<file path="src/rtl/pinshare_pkg.sv">
`timescale 1ns/1ps
package pinshare_pkg;
    localparam int PORT_W  = 8;
    localparam int WATCH_N = 3;
    localparam int PIN_HI  = 7;
    localparam int PIN_MID = 6;
    localparam int PIN_REF = 3;
    // bit positions in the watched vector
    localparam int W_HI  = 2;
    localparam int W_MID = 1;
    localparam int W_REF = 0;

    typedef struct packed {
        logic [PORT_W-1:0] pu_en;
        logic [PORT_W-1:0] pu_val;
        logic [PORT_W-1:0] dir_en;
        logic [PORT_W-1:0] dir_val;
        logic [PORT_W-1:0] val_en;
        logic [PORT_W-1:0] val_val;
        logic [PORT_W-1:0] din_en;
        logic [PORT_W-1:0] din_val;
    } ovr_t;

    typedef struct packed {
        logic [WATCH_N-1:0] prev;
        logic               flag;
    } pcd_t;
endpackage

</file>
<file path="src/rtl/pinshare_ovr.sv">
`timescale 1ns/1ps
module pinshare_ovr
    import pinshare_pkg::*;
(
    input  logic               gie,
    input  logic               pc_en,
    input  logic               cmp_off,
    input  logic               ref_sel,
    input  logic               sleep,
    output ovr_t               ovr,
    output logic [WATCH_N-1:0] active,
    output logic [PORT_W-1:0]  din_en
);
    logic pc_on;

    always_comb begin
        pc_on          = gie & pc_en;
        active         = '0;
        active[W_HI]   = pc_on & cmp_off;
        active[W_MID]  = pc_on & cmp_off;
        active[W_REF]  = pc_on & ~ref_sel;

        ovr                  = '0;
        ovr.din_en[PIN_HI]   = active[W_HI];
        ovr.din_en[PIN_MID]  = active[W_MID];
        ovr.din_en[PIN_REF]  = active[W_REF];
        ovr.din_val[PIN_HI]  = 1'b1;
        ovr.din_val[PIN_MID] = 1'b1;
        ovr.din_val[PIN_REF] = 1'b1;
        // reference use turns pullup and driver off on pin 3
        ovr.pu_en[PIN_REF]   = ref_sel;
        ovr.dir_en[PIN_REF]  = ref_sel;
    end

    for (genvar i = 0; i < PORT_W; i++) begin : g_din
        assign din_en[i] = ovr.din_en[i] ? ovr.din_val[i] : ~sleep;
    end
endmodule

</file>
<file path="src/rtl/pinshare_sync.sv">
`timescale 1ns/1ps
module pinshare_sync #(
    parameter int W      = 3,
    parameter int STAGES = 2
) (
    input  logic         clk,
    input  logic         rst_n,
    input  logic [W-1:0] d,
    output logic [W-1:0] q
);
    logic [STAGES-1:0][W-1:0] stg_d, stg_q;

    always_comb begin
        stg_d[0] = d;
        for (int i = 1; i < STAGES; i++) begin
            stg_d[i] = stg_q[i-1];
        end
    end

    always_ff @(posedge clk) begin
        if (!rst_n) begin
            for (int i = 0; i < STAGES; i++) begin
                stg_q[i] <= d;
            end
        end else begin
            stg_q <= stg_d;
        end
    end

    assign q = stg_q[STAGES-1];
endmodule

</file>
<file path="src/rtl/pinshare_pcdet.sv">
`timescale 1ns/1ps
module pinshare_pcdet
    import pinshare_pkg::*;
(
    input  logic               clk,
    input  logic               rst_n,
    input  logic [WATCH_N-1:0] raw,
    input  logic [WATCH_N-1:0] cur,
    input  logic [WATCH_N-1:0] active,
    input  logic               clr,
    output logic               flag
);
    pcd_t               st_d, st_q;
    logic [WATCH_N-1:0] diff;

    always_comb begin
        diff      = (cur ^ st_q.prev) & active;
        st_d      = st_q;
        st_d.prev = cur;
        if (|diff) begin
            st_d.flag = 1'b1;
        end else if (clr) begin
            st_d.flag = 1'b0;
        end
    end

    always_ff @(posedge clk) begin
        if (!rst_n) begin
            st_q.prev <= raw;
            st_q.flag <= 1'b0;
        end else begin
            st_q <= st_d;
        end
    end

    assign flag = st_q.flag;
endmodule

</file>
<file path="src/rtl/pinshare_ctrl.sv">
`timescale 1ns/1ps
module pinshare_ctrl
    import pinshare_pkg::*;
#(
    parameter int SYNC_STAGES = 2
) (
    input  logic               clk,
    input  logic               rst_n,
    input  logic               gie_i,
    input  logic               pc_en_i,
    input  logic               cmp_off_i,
    input  logic               ref_sel_i,
    input  logic               sleep_i,
    input  logic [WATCH_N-1:0] watch_raw_i,
    input  logic               irq_clr_i,
    output logic [PORT_W-1:0]  pu_ovr_en_o,
    output logic [PORT_W-1:0]  pu_ovr_val_o,
    output logic [PORT_W-1:0]  dir_ovr_en_o,
    output logic [PORT_W-1:0]  dir_ovr_val_o,
    output logic [PORT_W-1:0]  val_ovr_en_o,
    output logic [PORT_W-1:0]  val_ovr_val_o,
    output logic [PORT_W-1:0]  din_ovr_en_o,
    output logic [PORT_W-1:0]  din_ovr_val_o,
    output logic [PORT_W-1:0]  din_en_o,
    output logic               irq_o
);
    ovr_t               ovr;
    logic [WATCH_N-1:0] active;
    logic [WATCH_N-1:0] synced;
    logic               flag;

    pinshare_ovr u_ovr (
        .gie     (gie_i),
        .pc_en   (pc_en_i),
        .cmp_off (cmp_off_i),
        .ref_sel (ref_sel_i),
        .sleep   (sleep_i),
        .ovr     (ovr),
        .active  (active),
        .din_en  (din_en_o)
    );

    pinshare_sync #(.W(WATCH_N), .STAGES(SYNC_STAGES)) u_sync (
        .clk   (clk),
        .rst_n (rst_n),
        .d     (watch_raw_i),
        .q     (synced)
    );

    pinshare_pcdet u_pcdet (
        .clk    (clk),
        .rst_n  (rst_n),
        .raw    (watch_raw_i),
        .cur    (synced),
        .active (active),
        .clr    (irq_clr_i),
        .flag   (flag)
    );

    assign pu_ovr_en_o   = ovr.pu_en;
    assign pu_ovr_val_o  = ovr.pu_val;
    assign dir_ovr_en_o  = ovr.dir_en;
    assign dir_ovr_val_o = ovr.dir_val;
    assign val_ovr_en_o  = ovr.val_en;
    assign val_ovr_val_o = ovr.val_val;
    assign din_ovr_en_o  = ovr.din_en;
    assign din_ovr_val_o = ovr.din_val;
    assign irq_o         = flag & gie_i & pc_en_i;
endmodule

</file>
<file path="config.mk">
export PLATFORM = sky130hd
export DESIGN_NAME = pinshare_ctrl
export DESIGN_NICKNAME = d
export VERILOG_FILES = /design/src/rtl/pinshare_pkg.sv /design/src/rtl/pinshare_ovr.sv /design/src/rtl/pinshare_sync.sv /design/src/rtl/pinshare_pcdet.sv /design/src/rtl/pinshare_ctrl.sv
export SDC_FILE = /design/constraint.sdc
export NUM_CORES = 1
export LEC_CHECK = 0
export ABC_CLOCK_PERIOD_IN_PS = 1840
export BUFFER_PORTS_ARGS = -buffer_cell sky130_fd_sc_hd__clkbuf_2
export CORE_MARGIN = 2
export CORE_UTILIZATION = 39
export DETAILED_ROUTE_END_ITERATION = 6
export GPL_ROUTABILITY_DRIVEN = 0
export PLACE_DENSITY = 0.86
export SLEW_MARGIN = 10
export SYNTH_ARGS = -nofsm -noshare
export SYNTH_HDL_FRONTEND = slang
export SYNTH_SLANG_ARGS = --single-unit
</file>
<file path="constraint.sdc">
create_clock -name clk -period 1.84 [get_ports clk]
set_input_delay 0.276 -clock clk [delete_from_list [all_inputs] [get_ports clk]]
set_output_delay 0.276 -clock clk [all_outputs]
set_load 0.01 [all_outputs]
</file>
Yosys cells after proc, flatten, opt, wreduce, memory -nomap -nowiden
Cells that the tools add are included.
- register bits: 10
- input port bits: 11
- output and inout port bits: 73
- word-level logic and storage cells: 21
- mux-type cells: 6
- bitwise logic cells: 9
- reductions and logical operators: 2
- operators by type and width (cell ; count):
    6-bit two-way mux ; 1
    1-bit AND ; 5
    1-bit two-way mux ; 4
    4-bit two-way mux ; 1
    3-bit AND ; 1
    3-bit OR reduction ; 1
    3-bit XOR ; 1
    1-bit NOT ; 2
    2-bit nonzero test ; 1

Depth between registers and ports, before layout
Gate-level depths: netlist of the first run.
- depth in word-level cells: 6
- mapped depth: 3
- depth with buffers taken out: 3

Hierarchy
From an unflattened synthesis of the first run, not the netlist that was laid out.
- cell total of the unflattened synthesis: 102
- area, all modules: 900.9 um2
- by module, submodules not included (module ; instances ; cells an instance ; area an instance (um2)):
    pinshare_ovr ; 1 ; 78 ; 574.3
    pinshare_pcdet ; 1 ; 14 ; 166.4
    pinshare_sync ; 1 ; 9 ; 153.9
    pinshare_ctrl ; 1 ; 1 ; 6.3

Worst setup path after synthesis of the first run
OpenSTA, ideal clock, no wires.
- path kind: input-to-output
- from: input pc_en_i
- to: output din_en_o[7]
- data arrival time: 0.640 ns
- required time: 1.564 ns
- path slack: 0.924 ns
- stages on the path: 3
- buffers on the path: 1
- cell sequence: nand3_1 -> nand2_1 -> buf_4
- longest elaborated chain between the ends: 3
- ends and longest elaborated chain (element ; line ; source):
    start, declared ; pinshare_ctrl.sv:10 ; input logic pc_en_i,
    1-bit AND ; pinshare_ovr.sv:17 ; pc_on = gie & pc_en;
    1-bit AND ; n/a ;
    1-bit two-way mux ; n/a ;
    end, declared ; pinshare_ctrl.sv:24 ; output logic [PORT_W-1:0] din_en_o,
Every way passes these cells.

Final worst setup path of the first run
- from: register, netlist name u_pcdet.flag
- to: output irq_o
- longest elaborated chain between the ends: 2
- ends and longest elaborated chain (element ; line ; source):
    1-bit AND (2 in series) ; pinshare_ctrl.sv:68 ; assign irq_o = flag & gie_i & pc_en_i;
    end, declared ; pinshare_ctrl.sv:25 ; output logic irq_o
Every way passes these cells.

==> impl_metrics.yaml, run 1 <==
outcome:
  status: "completed"
yosys:
  yosys_register_bits: 10
  syn-mean-instance-area_sq_um: 7.85
  synth_compound_area_share_pct: 3.04
  yosys_warnings: 0
  synthAdderAreaFrac_pct: 0
  synth_area_leader_cell: "buf_4"
  synth_area_leaders: "buf_4 (58%), dfxtp_1 (23%), nand2_1 (6.1%)"
  synth.area.mux_share_pct: 0
  synthSimpleGateAreaFrac_pct: 9.71
  synth_xor_xnor_area_share_pct: 3.04
  synthesis.area_sq_um: 863
  synth_top_family_by_area: "buffers and inverters"
  synth_top_area_share_pct: 58.3
  syn_inst: 110
  synth_cell_types: 14
  seq_area_frac_synth_pct: 23.2
route:
  wl_met2_um: 486
  drt-total-wl_um: 945
  viasPerCell: 3.12
  vias: 484
  avgRoutedWirePerCell_um: 6.10
  top_layer: "met3"
  dr.pass1.iters: 2
  post-route-drc-count: 0
  postRouteAntennaNets: 0
  wl_met1_um: 311
  drt-initial-drc-count: 6
  wl_met3_um: 148
worst_setup_path:
  critPathTopFamily: "flip-flops"
  cp.required_ps: 1560
  endpoint_kind: "primary output"
  critPathSlowestCell: "dfxtp_1"
  cp-start-kind: "register"
  crit_type: "reg2out"
  path_max_fanout: 2
  path_buf_inv: 2
  crit_chain: "inv_1, nor2_1, clkbuf_2"
  slowest_delay_ps: 310
  cp.arrival_ps: 850
timing:
  timing.fmax_ghz: 0.889
  period_minus_slack_ps: 1120
  hold_viol_final: 0
  period_share_pct: 61.1
  rsz0062_at_grt: "no"
  final_max_slew_viol_count: 0
  setup_tns_ps: 0
  skew_ps: 3.60
  setup_viol: 0
power:
  leakagePower_nw: 0.482
  p_per_area_mw_per_mm2: 728
  vdd_drop_max_mv: 0.425
  total_power_mw: 0.554
grt:
  overflow: 0
  grt_pass1_vias: 278
  grt_max_degree: 11
  antenna_found_initial: 0
  groute.usage.overall_pct: 5.59
  grt_pass1_wl_um: 1040
cts:
  cts_sinks: 10
  cts_buffers: 3
  cts_resized: 0
  clk_latency_ps: 260
  cts_root_buffer: "clkbuf_4"
  clockBufferDepth: 2
  hold_buffers: 0
  htree_levels: 1
  cts_tree: "built"
  cts_setup_buffers: 0
  clkSlewWorstSetupHoldPaths_ps: 70
floorplan:
  ios: 84
  initial_utilization_pct: 40.2
  die_y_um: 51.1
  dieArea_sq_mm: 0.00261
  rows: 17
  die_w_um: 51.1
  core_area_sq_mm: 0.00215
place:
  portBuffers: 24
  hpwl_um: 862
  placedCellCount: 151
  place_area_sq_um: 724
hold_path:
  hold_class: "in2reg"
final_layout:
  final-instance-count-excl-fill: 155
  final_common_cell: "conb_1"
  final_layout_size_suffix_gt1_share_pct: 22.0
  final_cell_mix: "conb_1 (59), clkbuf_2 (24), nand2_1 (14)"
  nNetsFinal: 139
  finalInstanceArea_sq_um: 761
  area_delta_synth_final_pct: -11.9
  n_antenna_cell: 0
job:
  drv_cap: 0
[power by group]
part	switching (mW)	leakage [nW]	internal, mW
Sequential	0.00672	0.0841	0.233
Clock	0.0728	0.0210	0.120
Combinational	0.0890	0.377	0.0328
Total	0.169	0.482	0.386
[state kept, by name (all words and copies together) (netlist names)]
signal,count
u_pcdet.st_q,3
u_sync.q,3
u_sync.stg_d,3
u_pcdet.flag,1
[per-layer routing]
metal  vias to the layer above  global-route usage (%)
met2                        42                    9.74
li1                        240                       -
met4                         0                    5.41
met5                         -                       0
met3                         0                    1.17
met1                       202                    5.37
[area by class of cell]
cell class / instances / area (sq um)
Sequential cell: 10 / 200
Multi-Input combinational cell: 86 / 358
Tap cell: 28 / 35.0
Fill cell: 238 / 1390
Inverter: 3 / 11.3
Timing Repair Buffer: 24 / 120
Clock buffer: 4 / 36.3
[worst paths after layout]
| check | from | endpoint | slack (ps) | cells after the start |
|---|---|---|---|---|
| worst max-delay path | u_pcdet.flag | irq_o | 720 | 3 |
| worst min-delay path | watch_raw_i[2] | u_sync.stg_d[5] | 130 | 1 |
| worst max register to register | u_sync.q[0] | u_pcdet.flag | 980 | 3 |
| worst min register to register | u_sync.stg_d[4] | u_sync.q[1] | 420 | 2 |
[per-stage QoR]
step / setup WS, ps / util [%] / hold WS [ps]
2_1_floorplan: 924 / - / 304
5_1_grt: 640 / 35.4 / 123
3_3_place_gp: 706 / 33.7 / 393
3_5_place_dp: 710 / 33.7 / 396
4_1_cts: 690 / 35.4 / 117
6_report: 715 / 35.4 / 126
[cell families (layout without fill, tap and decap cells)]
family	count (synthesis)	after routing
buf+inv	71	31
simple gates	20	20
flops	10	10
compound gates	4	4
xor+xnor	3	3
other cells	2	59
[worst reg2reg max path, stage by stage, from the launching register on]
cell	delay, ps
dfxtp_1	320
xnor2_1	120
o32ai_1	210
o21a_1	150
[cells in the mapped netlist (all sizes together)]
cell    instances
nand3           1
xnor2           3
nand2          14
a21oi           1
o21a            1
o21ai           1
nand2b          3
nor2            2
dfxtp          10
buf            68
conb            2
o32ai           1
inv             3
Note: power is estimated with default switching activity, not from simulation.
==> inputs of run 2 (changes only) <==
--- a/config.mk
+++ b/config.mk
@@ -5,13 +5,13 @@
 export SDC_FILE = /design/constraint.sdc
 export NUM_CORES = 1
 export LEC_CHECK = 0
-export ABC_CLOCK_PERIOD_IN_PS = 1840
+export ABC_CLOCK_PERIOD_IN_PS = 900
 export BUFFER_PORTS_ARGS = -buffer_cell sky130_fd_sc_hd__clkbuf_2
 export CORE_MARGIN = 2
-export CORE_UTILIZATION = 39
+export CORE_UTILIZATION = 32
 export DETAILED_ROUTE_END_ITERATION = 6
 export GPL_ROUTABILITY_DRIVEN = 0
-export PLACE_DENSITY = 0.86
+export PLACE_DENSITY = 0.75
 export SLEW_MARGIN = 10
 export SYNTH_ARGS = -nofsm -noshare
 export SYNTH_HDL_FRONTEND = slang
==> constraint.sdc (replaced) <==
create_clock -name clk -period 0.9 [get_ports clk]
set_input_delay 0.135 -clock clk [delete_from_list [all_inputs] [get_ports clk]]
set_output_delay 0.135 -clock clk [all_outputs]
set_load 0.01 [all_outputs]
==> run 2 against run 1 <==
Against the previous run:
- the flow now finishes with violations (negative setup slack)
- count of clock-buffer cells in the layout stayed put
- sequential power is 110% higher
- combinational power is 120% higher
- global-route usage is 1.0 points higher
- core utilization is 3.8 points lower
- via count is 5.6% higher
- final cell count is 3.2% higher
- setup slack worse by 810 ps
- sequential share of layout area is 0.92 points lower
- clock skew hardly changed
- critical endpoint unchanged
- final area is 4.9% higher
==> impl_metrics.yaml, run 2 (synthesis results as in run 1) <==
job:
  drv_cap: 0
cts:
  htree_levels: 1
  cts_buffers: 3
  cts_root_buffer: "clkbuf_4"
  clockBufferDepth: 2
  cts_tree: "built"
  cts_sinks: 10
  clkSlewWorstSetupHoldPaths_ps: 70
  clk_latency_ps: 270
timing:
  hold_viol_final: 0
  rsz0062_at_grt: "yes"
  period_minus_slack_ps: 990
  skew_ps: 3.35
  fin_ws_ps: -90.4
  period_share_pct: 110
  setup_viol: 1
  final_max_slew_viol_count: 0
  timing.fmax_ghz: 1.01
place:
  placedCellCount: 153
  pre_cts_ws_ps: 45.4
  hpwl_um: 958
  portBuffers: 24
route:
  vias: 511
  viasPerCell: 3.19
  dr.pass1.iters: 2
  avgRoutedWirePerCell_um: 7.36
  postRouteAntennaNets: 0
  drt-initial-drc-count: 1
  drt-total-wl_um: 1180
  post-route-drc-count: 0
floorplan:
  initial_utilization_pct: 34.2
  ios: 84
  core_area_sq_mm: 0.00252
  die_y_um: 55.9
  die_w_um: 55.9
  rows: 18
  dieArea_sq_mm: 0.00313
grt:
  groute.usage.overall_pct: 6.64
  grt_pass1_vias: 380
  grt_pass1_wl_um: 1590
  grt_max_degree: 11
  antenna_found_initial: 0
  overflow: 0
outcome:
  status: "finished with violations"
  violations: "negative setup slack"
final_layout:
  final_layout_size_suffix_gt1_share_pct: 24.6
  final_common_cell: "conb_1"
  final-instance-count-excl-fill: 160
  n_antenna_cell: 0
  area_delta_synth_final_pct: -7.54
  nNetsFinal: 142
  final_cell_mix: "conb_1 (59), clkbuf_2 (23), nand2_1 (14)"
power:
  vdd_drop_max_mv: 0.785
  total_power_mw: 1.16
  p_per_area_mw_per_mm2: 1450
  leakagePower_nw: 0.496
worst_setup_path:
  crit_type: "reg2out"
  cp.arrival_ps: 860
  endpoint_kind: "primary output"
  cp-start-kind: "register"
  cp.required_ps: 760
  path_max_fanout: 2
hold_path:
  hold_class: "in2reg"
## run 2: metal layers
metal,up-vias,global-route usage (%),share of wire (%)
met5,-,0,0
met4,0,6.12,2.4
met3,4,0.930,11
met2,43,11.1,53
met1,219,7.17,33
li1,245,-,-
## run 2: power breakdown
| part | total [mW] | switching [mW] | internal (mW) |
|---|---|---|---|
| Clock | 0.404 | 0.158 | 0.246 |
| Sequential | 0.492 | 0.0148 | 0.477 |
| Combinational | 0.266 | 0.190 | 0.0760 |
## run 2: critical path, cell delays in order, from the launching register on
cell and delay (ps):
dfxtp_2 320, inv_2 40, nor2_2 100, buf_2 140
## run 2: timing repair
item                       in CTS  in global routing
pin swaps                       1                  1
hold endpoints to repair        3                  0
buffers inserted                0                  0
resized for setup               0                  5
setup endpoints to repair       1                  2
hold buffers                    3                  0
## run 2: through the flow
| step | instance area (sq um) | hold slack (ps) | utilization, % | TNS (ps) |
|---|---|---|---|---|
| 3_3_place_gp | 727 | 253 | 28.8 | 0 |
| 4_1_cts | 793 | 193 | 31.4 | -110 |
| 2_1_floorplan | 1080 | 163 | - | 0 |
| 6_report | 798 | 195 | 31.6 | -90.4 |
| 3_5_place_dp | 727 | 254 | 28.8 | 0 |
| 5_1_grt | 798 | 203 | 31.6 | -164 |
## run 2: area by class of cell
type / count / area, sq um
Fill cell: 301 / 1720
Multi-Input combinational cell: 86 / 360
Sequential cell: 10 / 203
Timing Repair Buffer: 27 / 150
Tap cell: 30 / 37.5
Clock buffer: 4 / 36.3
Inverter: 3 / 11.3
## run 2: worst paths after layout
kind                   start         endpoint  slack (ps)  depth (start not counted)
max             u_pcdet.flag            irq_o         -90                          3
max reg2reg      u_sync.q[0]     u_pcdet.flag          20                          3
min reg2reg  u_sync.stg_d[4]      u_sync.q[1]         430                          2
min                    rst_n  u_pcdet.st_q[3]         190                          3
